$ cat config.mk
export PLATFORM = sky130hd
export DESIGN_NAME = uart_regfront
export DESIGN_NICKNAME = d
export VERILOG_FILES = /design/src/rtl/uart_rf_pkg.sv /design/src/rtl/uart_rf_txhold.sv /design/src/rtl/uart_rf_rxhold.sv /design/src/rtl/uart_rf_baud.sv /design/src/rtl/uart_regfront.sv
export SDC_FILE = /design/constraint.sdc
export NUM_CORES = 1
export LEC_CHECK = 0
export BUFFER_PORTS_ARGS = -buffer_cell sky130_fd_sc_hd__buf_2
export CAP_MARGIN = 20
export CORE_ASPECT_RATIO = 1.5
export CORE_UTILIZATION = 35
export DETAILED_ROUTE_END_ITERATION = 8
export PLACE_DENSITY_LB_ADDON = 0.3
export SLEW_MARGIN = 5
export SYNTH_ARGS = -nofsm -noshare
export SYNTH_HDL_FRONTEND = slang
export SYNTH_SLANG_ARGS = --single-unit
$ cat constraint.sdc
create_clock -name clk -period 4.4 [get_ports clk]
set_clock_uncertainty 0.05 [all_clocks]
set_input_delay 0.88 -clock clk [delete_from_list [all_inputs] [get_ports clk]]
set_output_delay 0.88 -clock clk [all_outputs]
set_load 0.05 [all_outputs]
$ cat src/rtl/uart_rf_pkg.sv
package uart_rf_pkg;

    // word offsets (byte address bits 11..2)
    localparam int unsigned WOFF_DATA = 0;
    localparam int unsigned WOFF_DIV  = 1;
    localparam int unsigned WOFF_STAT = 2;

    // status bit positions
    localparam int unsigned STAT_RXV_BIT = 0;
    localparam int unsigned STAT_TXE_BIT = 1;

    typedef enum logic [1:0] {
        REG_DATA = 2'd0,
        REG_DIV  = 2'd1,
        REG_STAT = 2'd2,
        REG_NONE = 2'd3
    } reg_sel_e;

    typedef enum logic { TXH_EMPTY, TXH_FULL } txh_state_e;
    typedef enum logic { RXH_IDLE,  RXH_HELD } rxh_state_e;
    typedef enum logic { BG_STOP,   BG_RUN   } bg_state_e;

endpackage

$ cat src/rtl/uart_rf_txhold.sv
module uart_rf_txhold
    import uart_rf_pkg::*;
#(
    parameter int unsigned BYTE_W = 8
) (
    input  logic              clk,
    input  logic              rst_n,
    input  logic              load,
    input  logic [BYTE_W-1:0] load_byte,
    input  logic              accept,
    output logic [BYTE_W-1:0] byte_q,
    output logic              full
);

    txh_state_e state_q, state_d;

    always_comb begin
        state_d = state_q;
        unique case (state_q)
            TXH_EMPTY: if (load) state_d = TXH_FULL;
            TXH_FULL: begin
                if (load)        state_d = TXH_FULL;
                else if (accept) state_d = TXH_EMPTY;
            end
        endcase
    end

    always_ff @(posedge clk or negedge rst_n) begin
        if (!rst_n) state_q <= TXH_EMPTY;
        else        state_q <= state_d;
    end

    always_ff @(posedge clk or negedge rst_n) begin
        if (!rst_n)    byte_q <= '0;
        else if (load) byte_q <= load_byte;
    end

    assign full = (state_q == TXH_FULL);

endmodule

$ cat src/rtl/uart_rf_rxhold.sv
module uart_rf_rxhold
    import uart_rf_pkg::*;
#(
    parameter int unsigned BYTE_W = 8
) (
    input  logic              clk,
    input  logic              rst_n,
    input  logic              capture,
    input  logic [BYTE_W-1:0] cap_byte,
    input  logic              consume,
    output logic [BYTE_W-1:0] byte_q,
    output logic              held
);

    rxh_state_e state_q, state_d;

    always_comb begin
        state_d = state_q;
        unique case (state_q)
            RXH_IDLE: if (capture) state_d = RXH_HELD;
            RXH_HELD: begin
                if (capture)      state_d = RXH_HELD;
                else if (consume) state_d = RXH_IDLE;
            end
        endcase
    end

    always_ff @(posedge clk or negedge rst_n) begin
        if (!rst_n) state_q <= RXH_IDLE;
        else        state_q <= state_d;
    end

    always_ff @(posedge clk or negedge rst_n) begin
        if (!rst_n)       byte_q <= '0;
        else if (capture) byte_q <= cap_byte;
    end

    assign held = (state_q == RXH_HELD);

endmodule

$ cat src/rtl/uart_rf_baud.sv
module uart_rf_baud
    import uart_rf_pkg::*;
#(
    parameter int unsigned      CNT_W     = 16,
    parameter logic [CNT_W-1:0] DIV_RESET = 625
) (
    input  logic             clk,
    input  logic             rst_n,
    input  logic             div_load,
    input  logic [CNT_W-1:0] div_new,
    input  logic [CNT_W-1:0] div_cur,
    output logic             tick
);

    localparam logic [CNT_W-1:0] DIV_MIN   = CNT_W'(2);
    localparam bg_state_e        ST_RESET  = (DIV_RESET >= DIV_MIN) ? BG_RUN : BG_STOP;

    bg_state_e        state_q, state_d;
    logic [CNT_W-1:0] cnt_q;
    logic             wrap;

    always_comb begin
        state_d = state_q;
        if (div_load) state_d = (div_new >= DIV_MIN) ? BG_RUN : BG_STOP;
    end

    always_ff @(posedge clk or negedge rst_n) begin
        if (!rst_n) state_q <= ST_RESET;
        else        state_q <= state_d;
    end

    assign wrap = (cnt_q == div_cur - CNT_W'(1));

    always_ff @(posedge clk or negedge rst_n) begin
        if (!rst_n) begin
            cnt_q <= '0;
            tick  <= 1'b0;
        end else if (div_load) begin
            cnt_q <= '0;
            tick  <= 1'b0;
        end else begin
            unique case (state_q)
                BG_STOP: begin
                    cnt_q <= '0;
                    tick  <= 1'b0;
                end
                BG_RUN: begin
                    if (wrap) begin
                        cnt_q <= '0;
                        tick  <= 1'b1;
                    end else begin
                        cnt_q <= cnt_q + CNT_W'(1);
                        tick  <= 1'b0;
                    end
                end
            endcase
        end
    end

endmodule

$ cat src/rtl/uart_regfront.sv
module uart_regfront
    import uart_rf_pkg::*;
#(
    parameter int unsigned       ADDR_W    = 10,
    parameter int unsigned       DATA_W    = 16,
    parameter int unsigned       BYTE_W    = 8,
    parameter logic [DATA_W-1:0] DIV_RESET = 625
) (
    input  logic              clk,
    input  logic              rst_n,
    input  logic              bus_sel,
    input  logic              bus_wr,
    input  logic [ADDR_W-1:0] bus_word_addr,
    input  logic [DATA_W-1:0] bus_wdata,
    output logic [DATA_W-1:0] bus_rdata,
    output logic [BYTE_W-1:0] tx_byte,
    output logic              tx_valid,
    input  logic              tx_accept,
    input  logic [BYTE_W-1:0] rx_in_byte,
    input  logic              rx_strobe,
    output logic              baud_tick
);

    localparam int unsigned PAD_W = DATA_W - BYTE_W;

    reg_sel_e          sel_reg;
    logic              wr_data, rd_data, wr_div;
    logic [DATA_W-1:0] div_q;
    logic [BYTE_W-1:0] rx_byte_q;
    logic              rx_held, tx_full;
    logic [DATA_W-1:0] stat_word;

    always_comb begin
        if (bus_word_addr == ADDR_W'(WOFF_DATA))      sel_reg = REG_DATA;
        else if (bus_word_addr == ADDR_W'(WOFF_DIV))  sel_reg = REG_DIV;
        else if (bus_word_addr == ADDR_W'(WOFF_STAT)) sel_reg = REG_STAT;
        else                                          sel_reg = REG_NONE;
    end

    assign wr_data = bus_sel &&  bus_wr && (sel_reg == REG_DATA);
    assign rd_data = bus_sel && !bus_wr && (sel_reg == REG_DATA);
    assign wr_div  = bus_sel &&  bus_wr && (sel_reg == REG_DIV);

    always_ff @(posedge clk or negedge rst_n) begin
        if (!rst_n)      div_q <= DIV_RESET;
        else if (wr_div) div_q <= bus_wdata;
    end

    uart_rf_txhold #(.BYTE_W(BYTE_W)) u_tx (
        .clk       (clk),
        .rst_n     (rst_n),
        .load      (wr_data),
        .load_byte (bus_wdata[BYTE_W-1:0]),
        .accept    (tx_accept),
        .byte_q    (tx_byte),
        .full      (tx_full)
    );

    uart_rf_rxhold #(.BYTE_W(BYTE_W)) u_rx (
        .clk      (clk),
        .rst_n    (rst_n),
        .capture  (rx_strobe),
        .cap_byte (rx_in_byte),
        .consume  (rd_data),
        .byte_q   (rx_byte_q),
        .held     (rx_held)
    );

    uart_rf_baud #(.CNT_W(DATA_W), .DIV_RESET(DIV_RESET)) u_baud (
        .clk      (clk),
        .rst_n    (rst_n),
        .div_load (wr_div),
        .div_new  (bus_wdata),
        .div_cur  (div_q),
        .tick     (baud_tick)
    );

    assign tx_valid = tx_full;

    always_comb begin
        stat_word               = '0;
        stat_word[STAT_RXV_BIT] = rx_held;
        stat_word[STAT_TXE_BIT] = !tx_full;
    end

    always_comb begin
        bus_rdata = '0;
        if (bus_sel && !bus_wr) begin
            unique case (sel_reg)
                REG_DATA: bus_rdata = {{PAD_W{1'b0}}, rx_byte_q};
                REG_DIV:  bus_rdata = div_q;
                REG_STAT: bus_rdata = stat_word;
                REG_NONE: bus_rdata = '0;
            endcase
        end
    end

endmodule

==> results.md, run 1 <==
- Status: complete, no violations
- Largest area contributor in the netlist: dfrtp_1
- Netlist cell types: between 50 and 60
- Setup violators final: 0
- Final Hold Fails: 0
- Worst Path Arrival: 2.68 ns
- Post-CTS Setup Inserts: 0
- Average size of a mapped cell: around 11 um^2
- Hpwl dp: about 5.3 mm
- H-tree lvl count: 2
- Ys Warns: 0
- CP cell instances: buf_2 -> nor4_1 -> nand2_1 -> or3_1 -> nor2_1 -> a22o_1 -> buf_2
- CP max stage cell: nor2_1
- Max Freq: about 280 MHz
- ANT cells: 0
- Synth Flop Type: dfrtp_1
- Setup TNS: 0 ns
- Die Wd: 77.3 um
- Synth area leaders: dfrtp_1, mux2_2, xnor2_1
- Largest net degree at the start of global routing: 53
- Worst Max-Slew Pin Slew: 0.756 ns
- Final nets: ~370
- Worst VDD drop: 0.245 mV
- Commonest non-fill, non-tap cell in the layout: buf_2
- Share of cells above drive strength 1: roughly two fifths
- First-pass GRT wire length: 11.4 mm
- Clock root buffer master: clkbuf_16
- Pwr/cell area: roughly 270 nW/um^2
- Crit-path max cell delay: roughly 0.42 ns
- Mapped Area: 2980 um^2
- Headroom to the max-slew limit: about half
- Worst-skew pair later-pin latency: ~0.30 ns
- Worst Path Max Fanout: 7
- Crit path required time: 3.47 ns
- Final non-filler cell total: 436
- Critical Path Sink Type: output port
- Vias per cell: between 5 and 6
- Area after DPL: 3400 um^2
- Vias in the first global route: approximately 2300
- Startpoint types: input pin
- Lkg Pwr: approximately 1.7 nW
- Final Power: 951 uW
- Slew Limit Fails: 0
- # clock sinks: 52
- Min Tclk post-route: ~3.6 ns
- Gr usage total: 16.4%
- GRT overflow: 0
- Clock transition at the registers of the reported paths: 0.07 ns
- Most frequent cells in the layout: buf_2, dfrtp_1, mux2_2
- Flop and latch count out of synthesis: 52
- Inserted Clock Buffers: 5
- Die Footprint: 8880 um^2
- Dpl cells: 428
- RSZ-0062 raised after global routing: no
- Site Rows: 40
- Total number of vias: ~2300
- # port buffers: between 60 and 70
- Worst hold path type: flip-flop to flip-flop
- Antenna violations before repair: 0
- Placeable core area: between 8000 and 9000 um^2
- DRT Pass-1 Iters: 4
- Filler cells: approximately 800
- Area Growth Syn to Fin: 19.1%
- DIE HEIGHT: 115 um
- GP Congestion: between 0.8 and 0.9
- Initial Utilization: 36.7%
- Final worst path period share: between 80% and 90%
- Hold-fix buffers, CTS: 0
- Routed WL: 6.95 mm
- Final ANT Viol Nets: 0
- Top Ports: 66
- Residual DRC: 0
- CTS tree: done
- Final instance area: about 3500 um^2
- Post-synth EDFFs: 0
- Post-CTS Resized: 0
- Max Cap Violations: 0
- Net Count, Synth: around 310
- Mapped Cells: 269
- CP dominant cell by count: buf_2
- 1st-iter DRT viols: between 150 and 200
- Routed len/inst: about 16 um
- Clock Path Buffers: 2
- Final core occ: 43.7%
- Post-synthesis sequential area ratio: between 40% and 50%
- Share of flip-flops with an asynchronous set or reset: 100%
- Kind of critical path: input pin to output port
- Share of the synthesized area in the top cell type: about 39%
-- synth_stat cells, types with 2 or more instances --
cell type	number
nand2b_1	2
buf_1	2
dfrtp_1	46
inv_1	6
nand2_1	9
mux2_2	32
o21ai_0	2
a31oi_1	3
nor3_1	9
nand3b_1	4
and3_1	2
nand4_1	4
and4_2	2
nor2_1	12
xnor2_1	19
nand3_1	12
buf_6	2
and2_1	10
a22o_1	5
nor4_4	2
xor2_1	16
clkbuf_1	10
o221a_2	2
dfstp_2	6
nor3_2	9
ha_1	2
a21oi_1	3
nor4_1	11
-- cell type report --
class	count	area [um^2]	share of cell area, %
Multi-Input combinational cell	196	1580	44.5
Clock inverter	3	22.5	0.635
Inverter	6	22.5	0.635
Tap cell	105	131	3.71
Clock buffer	5	125	3.53
Sequential cell	52	1310	36.9
Timing Repair Buffer	69	355	10.0
-- flip-flops by register name (all words and copies together), names as in the netlist --
register and flops:
u_baud.cnt_q 16, u_tx.full 1, u_tx.byte_q 8, u_rx.held 1, u_rx.byte_q 8, div_q 16, u_baud.tick 1, u_baud.state_q 1
-- cell families (layout without fill, tap and decap cells) --
| logic type | count (synthesis) | in the layout | synth area share (%) |
|---|---|---|---|
| simple gates | 100 | 100 | 21.8 |
| flops | 52 | 52 | 44.0 |
| xor+xnor | 36 | 36 | 11.1 |
| mux | 33 | 33 | 12.4 |
| compound gates | 25 | 25 | 6.68 |
| buf+inv | 21 | 83 | 3.19 |
| fa+ha+maj | 2 | 2 | 0.841 |
-- routing by layer --
layer	vias to the layer above	track usage (%)	routed length [um]
met1	1125	18.1	2740
met2	42	30.5	3880
met5	-	0	0
met3	10	2.86	197
li1	1095	-	-
met4	0	7.30	134
-- worst max-delay path, delay by kind of cell --
family          cells  cell delay [ns]
buf+inv             2             0.35
simple gates        4             1.22
compound gates      1             0.22
-- metrics by stage --
| step | setup WS (ns) | hold WS, ns |
|---|---|---|
| after floorplan | 1.00 | 0.432 |
| after global placement | 0.830 | 0.437 |
| after detailed placement | 0.782 | 0.439 |
| after CTS | 0.775 | 0.461 |
| after global routing | 0.639 | 0.469 |
| final | 0.794 | 0.457 |
-- power by group --
part           internal [mW]  leakage, nW  switching [mW]
logic                 0.0303        0.916          0.0343
registers              0.488        0.681         0.00727
clock network          0.213       0.0742           0.179
-- final timing paths --
path / slack, ns / end / cells after the start / start
setup / recovery: 0.79 / bus_rdata[6] / 7 / bus_word_addr[9]
hold / removal: 0.46 / u_tx.byte_q[1] / 1 / u_tx.byte_q[1]
setup reg to reg: 1.56 / u_baud.cnt_q[4] / 8 / div_q[1]
hold reg to reg: 0.46 / u_tx.byte_q[1] / 1 / u_tx.byte_q[1]
max in group asynchronous: 3.21 / div_q[14] / 2 / rst_n
min in group asynchronous: 0.65 / u_rx.byte_q[3] / 2 / rst_n
(Power assumes the default switching activity.)
==> inputs of run 2 (changes only) <==
==> constraint.sdc (replaced) <==
create_clock -name clk -period 3.35 [get_ports clk]
set_clock_uncertainty 0.05 [all_clocks]
set_input_delay 0.67 -clock clk [delete_from_list [all_inputs] [get_ports clk]]
set_output_delay 0.67 -clock clk [all_outputs]
set_load 0.05 [all_outputs]
==> run 2 against run 1 <==
  * Final cell count is 0.92% higher
  * Register-to-register slack worse by 1.1 ns
  * Sequential power increased by 31%
  * Clock-buffer cell count rose by 1
  * Sequential cell count unchanged
  * Final area increased by 1.7%
  * Non-clock buffer count is 4 higher
  * Clock power grew 55%
  * Sequential share of layout area is 0.62 points lower
  * Global-route usage hardly changed
  * Total power grew 41%
  * Combinational power up 34%
  * Critical path type unchanged
  * Critical endpoint unchanged
  * Largest power group unchanged
==> results.md, run 2 (same netlist as run 1, synthesis figures left out) <==
- Die Footprint: between 8000 and 9000 um^2
- Lkg Pwr: 1.70 nW
- Clock root buffer master: clkbuf_16
- H-tree lvl count: 2
- Max Cap Violations: 0
- Most frequent cells in the layout: buf_2, dfrtp_1, mux2_2
- ANT cells: 0
- CP max stage cell: or3_1
- GRT overflow: 0
- Min Tclk post-route: just under 3 ns
- Pwr/cell area: approximately 370 nW/um^2
- Routed len/inst: between 15 and 20 um
- Crit path required time: approximately 2.6 ns
- Site Rows: 40
- Headroom to the max-slew limit: between 50% and 60%
- Placeable core area: 8110 um^2
- Inserted Clock Buffers: 5
- Post-CTS Resized: 0
- Die Wd: between 70 and 80 um
- Vias per cell: approximately 5.2
- Final core occ: 44.5%
- Total number of vias: about 2300
- # port buffers: 65
- Commonest non-fill, non-tap cell in the layout: buf_2
- Critical Path Sink Type: output port
- Bufs and invs on worst path: 3
- CTS tree: done
- Slew Limit Fails: 0
- Largest net degree at the start of global routing: 34
- Seq. cell area: 1310 um^2
- Worst Path Arrival: ~2.2 ns
- Residual DRC: 0
- Initial Utilization: a little under two fifths
- Worst VDD drop: around 0.34 mV
- CP dominant cell by count: buf_2
- Setup violators final: 0
- Area Growth Syn to Fin: 21.1%
- Final worst path period share: 87.6%
- Max Freq: ~340 MHz
- CP cell instances: buf_2 -> nor4_1 -> nand2_1 -> or3_1 -> nor2_1 -> buf_4 -> a22o_1 -> buf_2
- Routed WL: between 6 and 7 mm
- Gr usage total: roughly 16%
- Post-CTS Setup Inserts: 0
- First-pass GRT wire length: 11.4 mm
- Worst Reg-to-Reg Cells: 9
- Top Ports: between 60 and 70
- Kind of critical path: input pin to output port
- Top Family by Delay on Critical Path: simple AND/OR/NAND/NOR gates
- Clock transition at the registers of the reported paths: 0.06 ns
- Worst-skew pair later-pin latency: 0.30 ns
- # clock sinks: 52
- RSZ-0062 raised after global routing: no
- Crit path depth: 8
- Startpoint types: input pin
- Largest registers: div_q: 16 flops, u_baud.cnt_q: 16 flops
- Setup TNS: 0 ns
- Worst Path Max Fanout: 7
- Final Power: 1.34 mW
- Final ANT Viol Nets: 0
- Share of cells above drive strength 1: between 40% and 50%
- DIE HEIGHT: 115 um
- Worst Max-Slew Pin Slew: 0.734 ns
- Crit-path max cell delay: approximately 0.38 ns
- GP Congestion: between 0.8 and 0.9
- Multi-input gate area: 1580 um^2
- Filler cells: around 810
- 1st-iter DRT viols: a little over 100
- Antenna violations before repair: 0
- Hold-fix buffers, CTS: 0
- DRT Pass-1 Iters: 4
- Status: complete, no violations
- Clock Path Buffers: 2
- Final nets: around 380
- Hpwl dp: approximately 5.3 mm
- Worst hold path type: input pin to async pin
- Final Hold Fails: 0
- Vias in the first global route: between 2000 and 2500
-- run 2: changes by cell type in the layout (fill, tap and decap cells not counted) --
cell / delta
buf_4: +4
bufinv_16: +1
clkbuf_8: +1
clkinv_2: -1
inv_6: -1
-- run 2: layer usage --
layer | vias up | part of all wire [%] | global-route usage (%)
li1 | 1105 | - | -
met1 | 1120 | 41 | 18.5
met2 | 44 | 55 | 30.3
met3 | 8 | 2.8 | 3.02
met4 | 0 | 1.7 | 6.92
met5 | - | 0 | 0
-- run 2: layout make-up --
| type | instances | area share (%) |
|---|---|---|
| Clock buffer | 6 | 3.85 |
| Clock inverter | 2 | 1.08 |
| Inverter | 6 | 0.625 |
| Multi-Input combinational cell | 196 | 43.8 |
| Sequential cell | 52 | 36.3 |
| Tap cell | 105 | 3.64 |
| Timing Repair Buffer | 73 | 10.7 |
-- run 2: report_power, final --
| part | total [mW] | internal [mW] | switching [mW] |
|---|---|---|---|
| Combinational | 0.0866 | 0.0410 | 0.0456 |
| Sequential | 0.650 | 0.641 | 0.00909 |
| Clock | 0.607 | 0.374 | 0.232 |
| Total | 1.34 | 1.06 | 0.287 |
-- run 2: path summary, 6_finish.rpt --
kind / start / to / slack (ns)
max: bus_word_addr[9] / bus_rdata[6] / 0.42
min: rst_n / u_rx.byte_q[3] / 0.38
max reg2reg: div_q[0] / u_baud.tick / 0.47
min reg2reg: u_tx.byte_q[1] / u_tx.byte_q[1] / 0.45
max in group asynchronous: rst_n / div_q[9] / 2.16
min in group clk: u_tx.byte_q[1] / u_tx.byte_q[1] / 0.45
-- run 2: through the flow --
stage,std cells,hold WS [ns],cell area (um^2),setup slack [ns]
finish,440,0.384,3600,0.416
global route,440,0.442,3600,0.264
CTS,440,0.405,3600,0.412
detailed placement,432,0.442,3430,0.428
global placement,432,0.438,3430,0.437
floorplan,269,0.324,2980,0.372
==> inputs of run 3 (changes only) <==
--- a/config.mk
+++ b/config.mk
@@ -11,6 +11,7 @@
 export CORE_UTILIZATION = 35
 export DETAILED_ROUTE_END_ITERATION = 8
 export PLACE_DENSITY_LB_ADDON = 0.3
+export RECOVER_POWER = 50
 export SLEW_MARGIN = 5
 export SYNTH_ARGS = -nofsm -noshare
 export SYNTH_HDL_FRONTEND = slang
==> run 3 against run 2 <==
  * The run now ends with capacitance limit, slew limit left
  * Final cell count unchanged
  * Utilization fell by 0.20 points
  * Worst hold slack improved by 0.071 ns
  * Critical endpoint unchanged
==> results.md, run 3 (same netlist as run 1, synthesis figures left out) <==
- CTS tree: done
- Max Freq: around 340 MHz
- Worst-skew pair later-pin latency: around 0.30 ns
- Routed len/inst: 15.5 um
- GRT met2 Usage: between 30% and 40%
- Die Wd: approximately 77 um
- Hold-fix buffers, CTS: 0
- Worst Setup SP: bus_word_addr[9]
- Final worst path period share: around 87%
- Gr usage total: between 10% and 20%
- Multi-input gate area: ~1600 um^2
- Lkg Pwr: 1.67 nW
- Hold Slack: ~0.45 ns
- ANT cells: 0
- Critical Path Sink: bus_rdata[6]
- Clock Path Buffers: 2
- Total number of vias: 2267
- Post-CTS Resized: 0
- 1st-iter DRT viols: around 110
- First-pass GRT wire length: between 10 and 15 mm
- H-tree lvl count: 2
- Final setup margin: roughly 0.43 ns
- Clock root buffer master: clkbuf_16
- GP Congestion: ~0.85
- Kind of critical path: input pin to output port
- Initial Utilization: 36.7%
- Startpoint types: input pin
- Final nets: ~380
- RSZ-0062 raised after global routing: no
- Crit path required time: between 2 and 3 ns
- Headroom to the max-slew limit: -17.1%
- Antenna violations before repair: 0
- Largest net degree at the start of global routing: 34
- Vias per cell: about 5.2
- Worst hold path type: flip-flop to flip-flop
- Setup slack after placement: ~0.43 ns
- Setup TNS: 0 ns
- Worst Path Max Fanout: 7
- Residual DRC: 0
- DIE HEIGHT: 115 um
- DRT Pass-1 Iters: 4
- GRT overflow: 0
- Worst Max-Slew Pin Slew: around 1.8 ns
- Largest registers: div_q: 16 flops, u_baud.cnt_q: 16 flops
- # clock sinks: 52
- Met3 usage: under 10%
- Commonest non-fill, non-tap cell in the layout: buf_2
- Status: complete, but fails checks
- Share of cells above drive strength 1: 39.4%
- Grt peak-use layer: met2
- Inserted Clock Buffers: 5
- Clock transition at the registers of the reported paths: approximately 0.070 ns
- Final Power: around 1.3 mW
- R2R Path Start: div_q[0]
- Area after DPL: around 3400 um^2
- Filler cells: slightly above 800
- Most frequent cells in the layout: buf_2, dfrtp_1, mux2_2
- Hpwl dp: ~5.3 mm
- Placeable core area: approximately 8100 um^2
- Critical Path Sink Type: output port
- Setup violators final: 0
- Final Hold Fails: 0
- Area Growth Syn to Fin: 20.6%
- Slew Limit Fails: 34
- Worst VDD drop: 0.338 mV
- Min Tclk post-route: between 2 and 3 ns
- Max Cap Violations: 1
- Worst Path Arrival: 2.20 ns
- Flop2flop setup slack: ~0.46 ns
- Seq. cell area: approximately 1300 um^2
- Site Rows: 40
- Routed WL: 6.82 mm
- Pwr/cell area: between 300 and 400 nW/um^2
- Worst Reg-to-Reg Cells: 9
- Vias in the first global route: 2254
- Met1 Track Usage GR: 18.5%
- # port buffers: 65
- Failing checks: capacitance limit, slew limit
- Post-CTS Setup Inserts: 0
- Die Footprint: 8880 um^2
- Final ANT Viol Nets: 0
- Final instance area: 3590 um^2
- Top Ports: 66
- R2R Path End: u_baud.tick
[run 3: cell count changes in the layout (fill, tap and decap cells not counted), sizes merged]
cell,previous run,this run
clkbuf,6,15
buf,73,64
[run 3: power breakdown]
part	total, mW	switching (mW)	internal [mW]
Combinational	0.0849	0.0454	0.0395
Sequential	0.650	0.00915	0.641
Clock	0.607	0.233	0.374
[run 3: worst max-delay path, stage by stage]
cell and delay (ns):
buf_2 0.10, nor4_1 0.25, nand2_1 0.15, or3_1 0.38, nor2_1 0.11, buf_4 0.16
a22o_1 0.13, buf_2 0.26
[run 3: worst min path at each step]
stage | from | to | depth (start not counted)
finish | u_tx.byte_q[1] | u_tx.byte_q[1] | 1
global route | u_tx.byte_q[2] | u_tx.byte_q[2] | 1
CTS | rst_n | u_rx.byte_q[7] | 1
detailed placement | u_tx.byte_q[3] | u_tx.byte_q[3] | 1
global placement | u_tx.byte_q[2] | u_tx.byte_q[2] | 1
floorplan | rst_n | div_q[10] | 0
[run 3: through the flow]
stage / cells / utilization [%]
floorplan: 269 / -
global placement: 432 / 42.3
detailed placement: 432 / 42.3
CTS: 440 / 44.5
global route: 440 / 44.3
finish: 440 / 44.3
[run 3: metal layers]
layer / share of wire (%) / wire (um)
met1: 40 / 2760
met2: 55 / 3750
met3: 2.8 / 189
met4: 1.7 / 118
met5: 0 / 0
[run 3: area by class of cell]
class,instances,share of cell area (%)
inverter,6,0.628
clock inverter,2,1.08
tap,105,3.66
multi-input combinational,196,44.0
sequential,52,36.5
timing repair buffer,73,10.3
clock buffer,6,3.87
